$ cat src/rtl/prs_pkg.sv
package prs_pkg;

    typedef enum logic [2:0] {
        ST_HOLD  = 3'd0,
        ST_PWRUP = 3'd1,
        ST_OST   = 3'd2,
        ST_LOCK  = 3'd3,
        ST_RUN   = 3'd4
    } stage_e;

    typedef enum logic [1:0] {
        OSC_XTAL     = 2'b00,
        OSC_EXT      = 2'b01,
        OSC_RC       = 2'b10,
        OSC_XTAL_PLL = 2'b11
    } osc_mode_e;

    localparam logic [2:0] CAUSE_POR = 3'b001;
    localparam logic [2:0] CAUSE_BOR = 3'b010;
    localparam logic [2:0] CAUSE_PIN = 3'b100;

    // Stage that follows the power-up delay (or a pin hold) for a mode.
    function automatic stage_e after_pwrup(input logic [1:0] mode);
        if (mode == OSC_XTAL || mode == OSC_XTAL_PLL) begin
            return ST_OST;
        end
        return ST_RUN;
    endfunction

endpackage

$ cat src/rtl/prs_slow_timer.sv
// Slow time base and tick counter shared by the power-up and lock stages.
module prs_slow_timer #(
    parameter int DIV   = 16,
    parameter int CNT_W = 12
) (
    input  logic             clk_i,
    input  logic             arst_i,
    input  logic             clr_i,
    input  logic             run_i,
    input  logic [CNT_W-1:0] target_i,
    output logic             done_o
);
    localparam int             DIV_W    = (DIV > 1) ? $clog2(DIV) : 1;
    localparam logic [DIV_W-1:0] DIV_LAST = DIV_W'(DIV - 1);

    typedef struct packed {
        logic [DIV_W-1:0] div;
        logic [CNT_W-1:0] cnt;
    } slow_t;

    slow_t q, d;
    logic  tick;

    always_comb begin
        d    = q;
        tick = run_i && (q.div == DIV_LAST);
        if (clr_i) begin
            d = '0;
        end else if (run_i) begin
            d.div = tick ? '0 : q.div + 1'b1;
            if (tick) begin
                d.cnt = q.cnt + 1'b1;
            end
        end
    end

    assign done_o = tick && (q.cnt == target_i - 1'b1);

    always_ff @(posedge clk_i or posedge arst_i) begin
        if (arst_i) begin
            q <= '0;
        end else begin
            q <= d;
        end
    end

    // the count never passes the stage target.
    assert_slow_bound_R2: assert property (@(posedge clk_i) disable iff (arst_i)
        run_i |-> (q.cnt < target_i));
    assert_div_bound_R6: assert property (@(posedge clk_i) disable iff (arst_i)
        q.div <= DIV_LAST);

endmodule

$ cat src/rtl/prs_ost_counter.sv
// Counts oscillator edge strobes during the settle stage.
module prs_ost_counter #(
    parameter int EDGES = 1024
) (
    input  logic clk_i,
    input  logic arst_i,
    input  logic clr_i,
    input  logic run_i,
    input  logic edge_i,
    output logic done_o
);
    localparam int           W    = $clog2(EDGES + 1);
    localparam logic [W-1:0] LAST = W'(EDGES - 1);

    logic [W-1:0] cnt_q, cnt_d;

    always_comb begin
        cnt_d = cnt_q;
        if (clr_i) begin
            cnt_d = '0;
        end else if (run_i && edge_i) begin
            cnt_d = cnt_q + 1'b1;
        end
    end

    assign done_o = run_i && edge_i && (cnt_q == LAST);

    always_ff @(posedge clk_i or posedge arst_i) begin
        if (arst_i) begin
            cnt_q <= '0;
        end else begin
            cnt_q <= cnt_d;
        end
    end

    // the settle count ends at its last value and never goes past it.
    assert_ost_bound_R4: assert property (@(posedge clk_i) disable iff (arst_i)
        cnt_q <= LAST);
    assert_ost_frozen_R11: assert property (@(posedge clk_i) disable iff (arst_i)
        (!run_i && !clr_i) |=> $stable(cnt_q));

endmodule

$ cat src/rtl/prs_release_sync.sv
// Two-flop release path: rises two cycles after run entry, drops at once.
module prs_release_sync (
    input  logic clk_i,
    input  logic arst_i,
    input  logic run_now_i,
    input  logic run_next_i,
    output logic release_o
);
    typedef struct packed {
        logic s1;
        logic s2;
    } sync_t;

    sync_t q, d;

    always_comb begin
        d.s1 = run_now_i && run_next_i;
        d.s2 = q.s1 && run_next_i;
    end

    assign release_o = q.s2;

    always_ff @(posedge clk_i or posedge arst_i) begin
        if (arst_i) begin
            q <= '0;
        end else begin
            q <= d;
        end
    end

    assert_release_in_run_R9: assert property (@(posedge clk_i) disable iff (arst_i)
        release_o |-> run_now_i);
    assert_release_lag_R9: assert property (@(posedge clk_i) disable iff (arst_i)
        $rose(release_o) |-> ($past(run_now_i) && $past(run_now_i, 2)));

endmodule

$ cat src/rtl/prs_powerup_seq.sv
module prs_powerup_seq
    import prs_pkg::*;
#(
    parameter int DIV         = 64,
    parameter int PWRUP_TICKS = 1024,
    parameter int LOCK_TICKS  = 32,
    parameter int OST_EDGES   = 1024
) (
    input  logic       clk_i,
    input  logic       por_i,
    input  logic       bor_i,
    input  logic       mclr_n_i,
    input  logic       pwrup_en_i,
    input  logic [1:0] osc_mode_i,
    input  logic       osc_edge_i,
    output logic       core_release_o,
    output logic [2:0] stage_o,
    output logic [2:0] cause_o
);
    localparam int MAX_TICKS = (PWRUP_TICKS > LOCK_TICKS) ? PWRUP_TICKS : LOCK_TICKS;
    localparam int SLOW_W    = $clog2(MAX_TICKS + 1);
    localparam logic [SLOW_W-1:0] PWRUP_T = SLOW_W'(PWRUP_TICKS);
    localparam logic [SLOW_W-1:0] LOCK_T  = SLOW_W'(LOCK_TICKS);

    typedef struct packed {
        stage_e     stage;
        logic [2:0] cause;
    } seq_t;

    seq_t              q, d;
    logic              restart;
    logic              clr;
    logic              slow_run;
    logic              slow_done;
    logic              ost_done;
    logic [SLOW_W-1:0] slow_target;

    always_comb begin
        d       = q;
        restart = 1'b0;
        if (bor_i) begin
            d.stage = ST_PWRUP;
            d.cause = CAUSE_BOR;
            restart = 1'b1;
        end else if (!mclr_n_i) begin
            d.stage = ST_HOLD;
            d.cause = CAUSE_PIN;
            restart = 1'b1;
        end else begin
            case (q.stage)
                ST_HOLD:  d.stage = after_pwrup(osc_mode_i);
                ST_PWRUP: if (!pwrup_en_i || slow_done) d.stage = after_pwrup(osc_mode_i);
                ST_OST:   if (ost_done) d.stage = (osc_mode_i == OSC_XTAL_PLL) ? ST_LOCK : ST_RUN;
                ST_LOCK:  if (slow_done) d.stage = ST_RUN;
                ST_RUN:   d.stage = ST_RUN;
                default:  d.stage = ST_PWRUP;
            endcase
        end
    end

    assign clr         = restart || (d.stage != q.stage);
    assign slow_run    = (q.stage == ST_PWRUP) || (q.stage == ST_LOCK);
    assign slow_target = (q.stage == ST_LOCK) ? LOCK_T : PWRUP_T;

    prs_slow_timer #(
        .DIV   (DIV),
        .CNT_W (SLOW_W)
    ) u_slow (
        .clk_i    (clk_i),
        .arst_i   (por_i),
        .clr_i    (clr),
        .run_i    (slow_run),
        .target_i (slow_target),
        .done_o   (slow_done)
    );

    prs_ost_counter #(
        .EDGES (OST_EDGES)
    ) u_ost (
        .clk_i  (clk_i),
        .arst_i (por_i),
        .clr_i  (clr),
        .run_i  (q.stage == ST_OST),
        .edge_i (osc_edge_i),
        .done_o (ost_done)
    );

    prs_release_sync u_rel (
        .clk_i      (clk_i),
        .arst_i     (por_i),
        .run_now_i  (q.stage == ST_RUN),
        .run_next_i (d.stage == ST_RUN),
        .release_o  (core_release_o)
    );

    always_ff @(posedge clk_i or posedge por_i) begin
        if (por_i) begin
            q.stage <= ST_PWRUP;
            q.cause <= CAUSE_POR;
        end else begin
            q <= d;
        end
    end

    assign stage_o = q.stage;
    assign cause_o = q.cause;

    assert_cause_onehot_R10: assert property (@(posedge clk_i) disable iff (por_i)
        $onehot(cause_o));
    assert_bor_restart_R7: assert property (@(posedge clk_i) disable iff (por_i)
        bor_i |=> (stage_o == 3'd1 && cause_o == CAUSE_BOR && !core_release_o));
    assert_pin_hold_R8: assert property (@(posedge clk_i) disable iff (por_i)
        (!mclr_n_i && !bor_i) |=> (stage_o == 3'd0 && !core_release_o));
    assert_lock_after_ost_R6: assert property (@(posedge clk_i) disable iff (por_i)
        (q.stage == ST_LOCK && $past(q.stage) != ST_LOCK) |-> ($past(q.stage) == ST_OST));
    assert_hold_skips_pwrup_R8: assert property (@(posedge clk_i) disable iff (por_i)
        (q.stage == ST_HOLD && mclr_n_i && !bor_i) |=> (q.stage != ST_PWRUP));

endmodule

$ cat config.mk
export PLATFORM = sky130hd
export DESIGN_NAME = prs_powerup_seq
export DESIGN_NICKNAME = d
export VERILOG_FILES = /design/src/rtl/prs_pkg.sv /design/src/rtl/prs_slow_timer.sv /design/src/rtl/prs_ost_counter.sv /design/src/rtl/prs_release_sync.sv /design/src/rtl/prs_powerup_seq.sv
export SDC_FILE = /design/constraint.sdc
export NUM_CORES = 1
export LEC_CHECK = 0
export BUFFER_PORTS_ARGS = -buffer_cell sky130_fd_sc_hd__buf_4
export CAP_MARGIN = 10
export CORE_MARGIN = 4
export CORE_UTILIZATION = 40
export DETAILED_ROUTE_END_ITERATION = 16
export GPL_ROUTABILITY_DRIVEN = 0
export MAX_ROUTING_LAYER = met4
export SYNTH_ARGS = -nofsm -noshare
export SYNTH_HDL_FRONTEND = slang
export SYNTH_SLANG_ARGS = --single-unit
$ cat constraint.sdc
create_clock -name clk_i -period 2.9 [get_ports clk_i]
set_input_delay 0.29 -clock clk_i [delete_from_list [all_inputs] [get_ports clk_i]]
set_output_delay 0.29 -clock clk_i [all_outputs]
set_load 0.05 [all_outputs]
Yosys cells after proc, flatten, opt, wreduce, memory -nomap -nowiden
Cells that the tools add are included.

word-level totals
  logic and storage cells = 67
  register bits = 36

cells by class
  equality and inequality tests = 11
  reduce and logical (&&, ||, !) cells = 17
  multiplexer cells = 28
  add/sub/neg operators = 4

operators by type and width
  kind                                                number
  2-to-1 mux 11 bit                                   4
  2-to-1 mux 17 bit                                   2
  2-to-1 mux 3 bit                                    9
  adder 11 x 1 -> 11 bit, second input constant       2
  one-hot mux 3 bit (5 select lines)                  1
  2-to-1 mux 6 bit                                    2
  == test 11 x 10 -> 1 bit, second input constant     1
  == test 11 bit                                      1
  subtractor 11 x 1 -> 11 bit, second input constant  1
  2-to-1 mux 1 bit                                    10
  adder 6 x 1 -> 6 bit, second input constant         1
  == test 3 x 2 -> 1 bit, second input constant       2
  == test 3 bit, second input constant                2
  == test 6 bit, second input constant                1
  logical AND 1 bit                                   6
  nonzero test 2 bit                                  3
  logical OR 1 bit                                    4
  == test 3 x 1 -> 1 bit, second input constant       1
  zero test 3 bit                                     1
  inequality test 3 bit                               1
  == test 2 bit, second input constant                1
  zero test 2 bit                                     1
  inequality test 2 bit, second input constant        1
  AND reduction 2 bit                                 1
  zero test 1 bit                                     1

Logic depth before layout (Yosys ltp)
Gate-level depths: netlist of run 1.

  depth after elaboration = 19
  gate-level depth with buffers = 8
  depth with buffers taken out = 7

Modules after synthesis
Synthesis of run 1 repeated with hierarchy kept, for this count alone.

unflattened totals
  cells, all modules = 270
  area, all modules = 2377.3 um^2

modules (own cells, without submodules)
  module            area each (um^2)  times used  cells an instance  seq. area each (um^2)
  prs_slow_timer    1271.2            1           144                425.4
  prs_ost_counter   556.8             1           60                 275.3
  prs_powerup_seq   483.0             1           61                 152.6
  prs_release_sync  66.3              1           5                  50.0

Worst setup path before layout of run 1
Ideal clock, no wire load.

  path kind = register to register
  start = reg q, in the netlist stage_o[0]
  end = reg u_ost.cnt_q[0]
  buffers on the path = 1
  path slack = 0.435 ns
  required time = 2.781 ns
  stages on the path, launching flop included = 8
  data arrival time = 2.346 ns
  period minus slack after synthesis = 2.465 ns
  path through = dfstp_2 nand4b_1 or4_4 and2_4 o221a_4 o311ai_4 buf_6 nor2_1

between the ends
  longest elaborated chain between the ends = 13

ends and longest elaborated chain
  what                                                            RTL line                                                             RTL
  start, declared                                                 prs_powerup_seq.sv:30                                                seq_t q, d;
  == test 3 x 2 -> 1 bit                                          prs_powerup_seq.sv:50, prs_powerup_seq.sv:62, prs_powerup_seq.sv:63
  2-to-1 mux 11 bit                                               prs_powerup_seq.sv:63                                                assign slow_target = (q.stage == ST_LOCK) ? LOCK_T : PWRUP_T;
  subtractor 11 x 1 -> 11 bit                                     prs_slow_timer.sv:37                                                 assign done_o = tick && (q.cnt == target_i - 1'b1);
  == test 11 bit                                                  prs_slow_timer.sv:37
  logical AND 1 bit                                               prs_slow_timer.sv:37
  logical OR 1 bit                                                prs_powerup_seq.sv:52                                                ST_PWRUP: if (!pwrup_en_i || slow_done) d.stage = after_pwrup(osc_mode_i);
  2-to-1 mux 3 bit                                                prs_powerup_seq.sv:52
  one-hot mux 3 bit (5 select lines)                              prs_powerup_seq.sv:50                                                case (q.stage)
  2-to-1 mux 3 bit                                                prs_powerup_seq.sv:45                                                end else if (!mclr_n_i) begin
  2-to-1 mux 6 bit                                                prs_powerup_seq.sv:41                                                if (bor_i) begin
  inequality test 3 bit                                           prs_powerup_seq.sv:61                                                assign clr = restart || (d.stage != q.stage);
  logical OR 1 bit                                                prs_powerup_seq.sv:61
  2-to-1 mux 11 bit / nonzero test 2 bit (equally long branches)  n/a
  end signal, assigned                                            prs_ost_counter.sv:32                                                cnt_q <= cnt_d;
  end, declared                                                   prs_ost_counter.sv:15                                                logic [W-1:0] cnt_q, cnt_d;

Several ways; a longest one is shown, not always the timed one.
A chain may end at the register's enable or synchronous reset.

Worst setup path after layout of run 1
  start = reg q, in the netlist stage_o[0]
  end = reg u_ost.cnt_q[3]

Same word-level chain as after synthesis.

==> results of run 1 <==
[stage by stage]
stage                     utilization, %  hold WS [ps]
final                               47.8           102
after global routing                47.8           164
after CTS                           47.8           114
after detailed placement            45.5           436
after global placement              45.5           436
after floorplan                        -           353
[registers in the layout, summed over array words and instances, names as in the netlist]
signal,cells
cause_o,3
u_rel.q,1
u_slow.q,17
u_rel.release_o,1
u_ost.cnt_q,11
stage_o,3
[area by class of cell]
cell class              instances  area (um^2)  share of cell area, %
multi-input cells             166         1030                   45.5
clock inverters                 2         35.0                   1.54
flip-flops and latches         36          903                   39.8
inverters                       4         15.0                  0.661
clock buffers                   6         72.6                   3.20
repair buffers                 17          128                   5.62
well taps                      67         83.8                   3.69
[kinds of logic (layout without fill, tap and decap cells)]
group / Yosys count / count (layout) / synth area share [%]
xor gates and xnor gates: 22 / 22 / 9.70
AOI/OAI and AO/OA: 21 / 21 / 8.38
adders and majority gates: 4 / 4 / 2.52
muxes: 1 / 1 / 0.504
buffers and inverters: 9 / 29 / 2.52
and+or+nand+nor: 118 / 118 / 30.9
DFF: 36 / 36 / 45.5
[layer usage]
layer	GRT usage (%)	up-vias	wire, um
li1	-	775	-
met2	21.7	22	1770
met1	17.4	712	1790
met3	3.67	7	127
met5	-	-	0
met4	7.69	0	102
[layout by cell type, fill, tap and decap left out, types with 3 or more instances in the layout]
master	instances
nand2b_1	3
nor2b_1	5
and3_1	5
and4_1	3
ha_1	4
nand3b_1	3
buf_4	17
xor2_1	14
o21ai_0	3
nand3_1	14
dfrtp_1	34
nand4_1	5
inv_1	4
and2_1	6
clkbuf_8	5
nand2_1	18
xnor2_1	8
nor2_1	39
a21oi_1	9
nor3_1	7
[power by group through the flow]
stage	combinational [uW]	clock (uW)	sequential [uW]
after floorplan	81.1	0	543
after global placement	129	0	531
after detailed placement	130	0	531
after CTS	130	452	521
after global routing	142	470	523
final	128	434	521
[worst paths after layout]
check                                        endpoint  slack [ps]  cells past startpoint
hold reg to reg             u_rel.release_o$_DFF_PP0_         460                      1
max in group asynchronous        stage_o[0]$_DFF_PP1_        2440                      3
hold / removal                u_slow.q[8]$_DFFE_PP0P_         100                      3
min in group clk_i             cause_o[2]$_DFFE_PP0P_         210                      2
setup / recovery           u_ost.cnt_q[3]$_DFFE_PP0P_         320                      7
setup reg to reg           u_ost.cnt_q[3]$_DFFE_PP0P_         320                      7
[tightest hold or removal path: stages]
cell and delay (ps):
buf_4 100, inv_1 40, buf_4 400
==> impl_results.md, run 1 <==
- Die Area: 0.00616 mm^2
- Final ANT Viol Nets: 0
- Worst Path Buf+Inv: 1
- DP Area: 0.00216 mm^2
- Power, Total: 1080 uW
- Internal power: 812 uW
- Critical path endpoint category: flop
- Htree depth: 2
- First-pass GRT wire length: 6.62 mm
- Row count: 25
- Worst-path cell chain: nand4b_1, or4_4, and2_4, o221a_4, o311ai_4, buf_4, nor2_1
- Final wirelength: 3.79 mm
- Commonest cells post-synth: 39 x nor2_1, 34 x dfrtp_1, 18 x nand2_1
- Syn_area_per_cell: 9.42 um^2
- Cells after Synth: 211
- DP HPWL: 2.74 mm
- Post_cts resized: 0
- Synth-to-layout area growth: 14.3%
- Fin crit share: 89.0%
- DRC Markers: 0
- Final Instance Area: 0.00227 mm^2
- Longest Clk Path Bufs: 2
- Sequential power share: 48.1%
- CTS Hold Bufs: 0
- Startpoint types: flop
- Initial antenna violation count: 0
- Share of the synthesized area in the top cell type: 42.8%
- Die height: 78.5 um
- Postcts setup bufs: 0
- Setup repair after global routing missed its margin: no
- Synth Flop Type: dfrtp_1
- Outcome: finished, final reports clean
- Worst path top cell family by delay: simple AND/OR/NAND/NOR gates
- Final std cells w/o fill: 298
- Clock share of power: 40.1%
- Sw frac: 25.0%
- Gate power share: 11.8%
- Fillcell total: 487
- Layout cell share with drive strength beyond 1: 13.9%
- CTS tree: yes
- Worst skew pair latency: 290 ps
- Arrival @ worst endpoint: 2750 ps
- Endpoints failing setup: 0
- CP Data Required Time: 3070 ps
- Vias per Instance: 5.09
- Core Footprint: 0.00475 mm^2
- DRT Pass-1 Iters: 4
- Area leader, netlist: dfrtp_1
- Peak Freq: 0.388 GHz
- Count leader, synth: nor2_1
- Slowest Stage Delay on Critical Path: 670 ps
- Min Tclk post-route: 2580 ps
- Tightest Hold Check Type: in2async
- DRT iter0 DRCs: 142
- Leakage: 0.000933 uW
- Post-synth EDFFs: 0
- Worst Setup Path Type: reg2reg
- Post-placement cell count: 290
- Post-place setup slack: 330 ps
- Clock skew: 6.29 ps
- Max-slew violations: 0
- ANT cells: 0
- Routed vias: 1516
- Fin worst setup slack: 320 ps
- Root Driver: clkbuf_8
- Cell Pwr Density: 477 mW/mm^2
- Num CTS Buffers: 5
- TritonCTS Sinks: 36
- Yosys warnings: 0
- I/O Buffers: 14
- Clock-pin transition on the worst setup and hold timing paths: 70 ps
- Sequential fraction of the synthesis area: 45.5%
- Syn_nets: 223
- MaxCap Viol Count: 0
- I/O Pins: 15
- Vias in the first global route: 1476
- VDD IR max: 0.201 mV
- GRT overflow: 0
- Largest cells by area after synthesis: dfrtp_1 43%, nor2_1 7.4%, xor2_1 6.2%
- Post-synthesis cell type count: 42
- CP max-delay cell: dfstp_2
- Routed wire per std cell: 12.7 um
- Post-synth ARST share: 100%
- Final net count: 242
- Largest net degree at the start of global routing: 37
- Starting density of the core: 41.8%
- Setup crit start: stage_o[0]$_DFF_PP1_
- Actual slew at the worst max-slew pin: 628 ps
- Crit Path Max Fanout: 24
- FF-to-FF Start: stage_o[0]$_DFF_PP1_
- Max-Slew Margin vs Limit: 57.7%
- Setup_tns: 0 ps
- Total track usage: 14.3%
- Final Hold Fails: 0
- Register bit total from synthesis: 36
- Post-Syn Area: 0.00199 mm^2
- Switch Pwr: 270 uW
- Die Width: 78.5 um
Power figures use the tool's default switching activity.
==> run 2, diff against run 1 <==
- CORE_ASPECT_RATIO: not set -> 0.7
==> run 2 against run 1 <==
Net effect:
- non-clock buffer count unchanged
- register-to-register slack about the same
- critical path depth unchanged
- final area down 0.66%
- core utilization down 0.59 points
- critical path type unchanged
==> impl_results.md, run 2 (synthesis results as in run 1) <==
- Max reg flops: 17
- Startpoint types: flop
- Setup_tns: 0 ps
- CTS tree: yes
- FF-to-FF Start: stage_o[0]$_DFF_PP1_
- Fin crit share: 89.4%
- DRT iter0 DRCs: 116
- DRT Pass-1 Iters: 4
- Final Hold Fails: 0
- Die Width: 92.2 um
- Commonest non-fill, non-tap cells in the layout: 39 x nor2_1, 34 x dfrtp_1, 18 x nand2_1
- Max-Slew Margin vs Limit: 60.0%
- CP max-delay cell: dfstp_2
- DRC Markers: 0
- Clock skew: 4.97 ps
- I/O Pins: 15
- Slowest Stage Delay on Critical Path: 670 ps
- MaxCap Viol Count: 0
- Max-slew violations: 0
- Starting density of the core: 41.5%
- DP HPWL: 2.93 mm
- VDD IR max: 0.251 mV
- Endpoints failing setup: 0
- Htree depth: 2
- Row count: 21
- Worst path top cell family by delay: simple AND/OR/NAND/NOR gates
- DP Area: 0.00217 mm^2
- Vias per Instance: 5.09
- Largest net degree at the start of global routing: 37
- Most common cell after layout, fill and taps aside: nor2_1
- Setup repair after global routing missed its margin: no
- Crit Path Max Fanout: 24
- Leakage: 0.000923 uW
- Routed wire per std cell: 13.4 um
- Worst Setup Path Type: reg2reg
- Largest Register: u_slow.q
- Tightest Hold Check Type: in2async
- CTS Hold Bufs: 0
- Worst-path cell chain: nand4b_1, or4_4, and2_4, o221a_4, o311ai_4, buf_4, nor2_1
- Post_cts resized: 0
- Synth-to-layout area growth: 13.5%
- Clock-pin transition on the worst setup and hold timing paths: 70 ps
- Arrival @ worst endpoint: 2760 ps
- Actual slew at the worst max-slew pin: 595 ps
- Fin worst setup slack: 309 ps
- Critical path endpoint category: flop
- ANT cells: 0
- Post-place setup slack: 325 ps
- Postcts setup bufs: 0
- Vias in the first global route: 1434
- CP Data Required Time: 3070 ps
- Largest registers: u_slow.q: 17 flops, u_ost.cnt_q: 11 flops
- Reg area: 903 um^2
- Die height: 67.0 um
- Cell Pwr Density: 449 mW/mm^2
- Final Instance Area: 0.00226 mm^2
- Num CTS Buffers: 5
- Min Tclk post-route: 2590 ps
- Peak Freq: 0.386 GHz
- I/O Buffers: 14
- Die Area: 0.00618 mm^2
- First-pass GRT wire length: 7.17 mm
- Multi-input logic area: 0.00103 mm^2
- Outcome: finished, final reports clean
- Final wirelength: 4.02 mm
- Total track usage: 15.4%
- Worst Path Buf+Inv: 1
- Fillcell total: 475
- Root Driver: clkbuf_8
- Layout cell share with drive strength beyond 1: 13.4%
- Longest Clk Path Bufs: 2
- Setup crit start: stage_o[0]$_DFF_PP1_
- Worst skew pair latency: 290 ps
- Final net count: 242
- Routed vias: 1527
- Final ANT Viol Nets: 0
- Initial antenna violation count: 0
- GRT overflow: 0
- Core Footprint: 0.00478 mm^2
- TritonCTS Sinks: 36
-- run 2: worst register-to-register path, cell delays in order (launching register included) --
cell	delay, ps
dfstp_2	670
nand4b_1	210
or4_4	590
and2_4	180
o221a_4	220
o311ai_4	200
buf_4	310
nor2_1	100
-- run 2: area by class of cell --
cell class	instances	area share (%)
multi-input cells	166	45.8
flip-flops and latches	36	40.0
repair buffers	17	5.66
clock buffers	8	3.99
well taps	69	3.83
inverters	4	0.666
-- run 2: per-layer routing --
layer	part of all wire, %	GRT usage [%]	vias to the layer above	wire length [um]
li1	-	-	771	-
met5	0	-	-	0
met1	56	23.1	706	2270
met2	36	19.9	41	1450
met4	1.8	5.19	0	73
met3	5.5	3.50	9	221
-- run 2: path summary, 6_finish.rpt --
kind / endpoint / slack (ps) / cells past startpoint
max reg2reg: u_ost.cnt_q[5]$_DFFE_PP0P_ / 310 / 7
max: u_ost.cnt_q[5]$_DFFE_PP0P_ / 310 / 7
min reg2reg: u_rel.release_o$_DFF_PP0_ / 440 / 1
min in group clk_i: cause_o[2]$_DFFE_PP0P_ / 210 / 2
min: u_ost.cnt_q[1]$_DFFE_PP0P_ / 100 / 3
max in group asynchronous: cause_o[0]$_DFFE_PP1P_ / 2440 / 3
-- run 2: where the power goes --
part | total [uW] | internal, uW | switching (uW)
clock network | 362 | 194 | 169
logic | 128 | 47.4 | 80.8
registers | 522 | 510 | 11.5
-- run 2: per-stage QoR --
step / hold WS, ps / total power [uW] / util (%) / instances
2_1_floorplan: 353 / 624 / - / 211
3_3_place_gp: 432 / 661 / 45.3 / 292
3_5_place_dp: 432 / 661 / 45.3 / 292
4_1_cts: 121 / 1030 / 47.2 / 300
5_1_grt: 173 / 1070 / 47.2 / 300
6_report: 105 / 1010 / 47.2 / 300
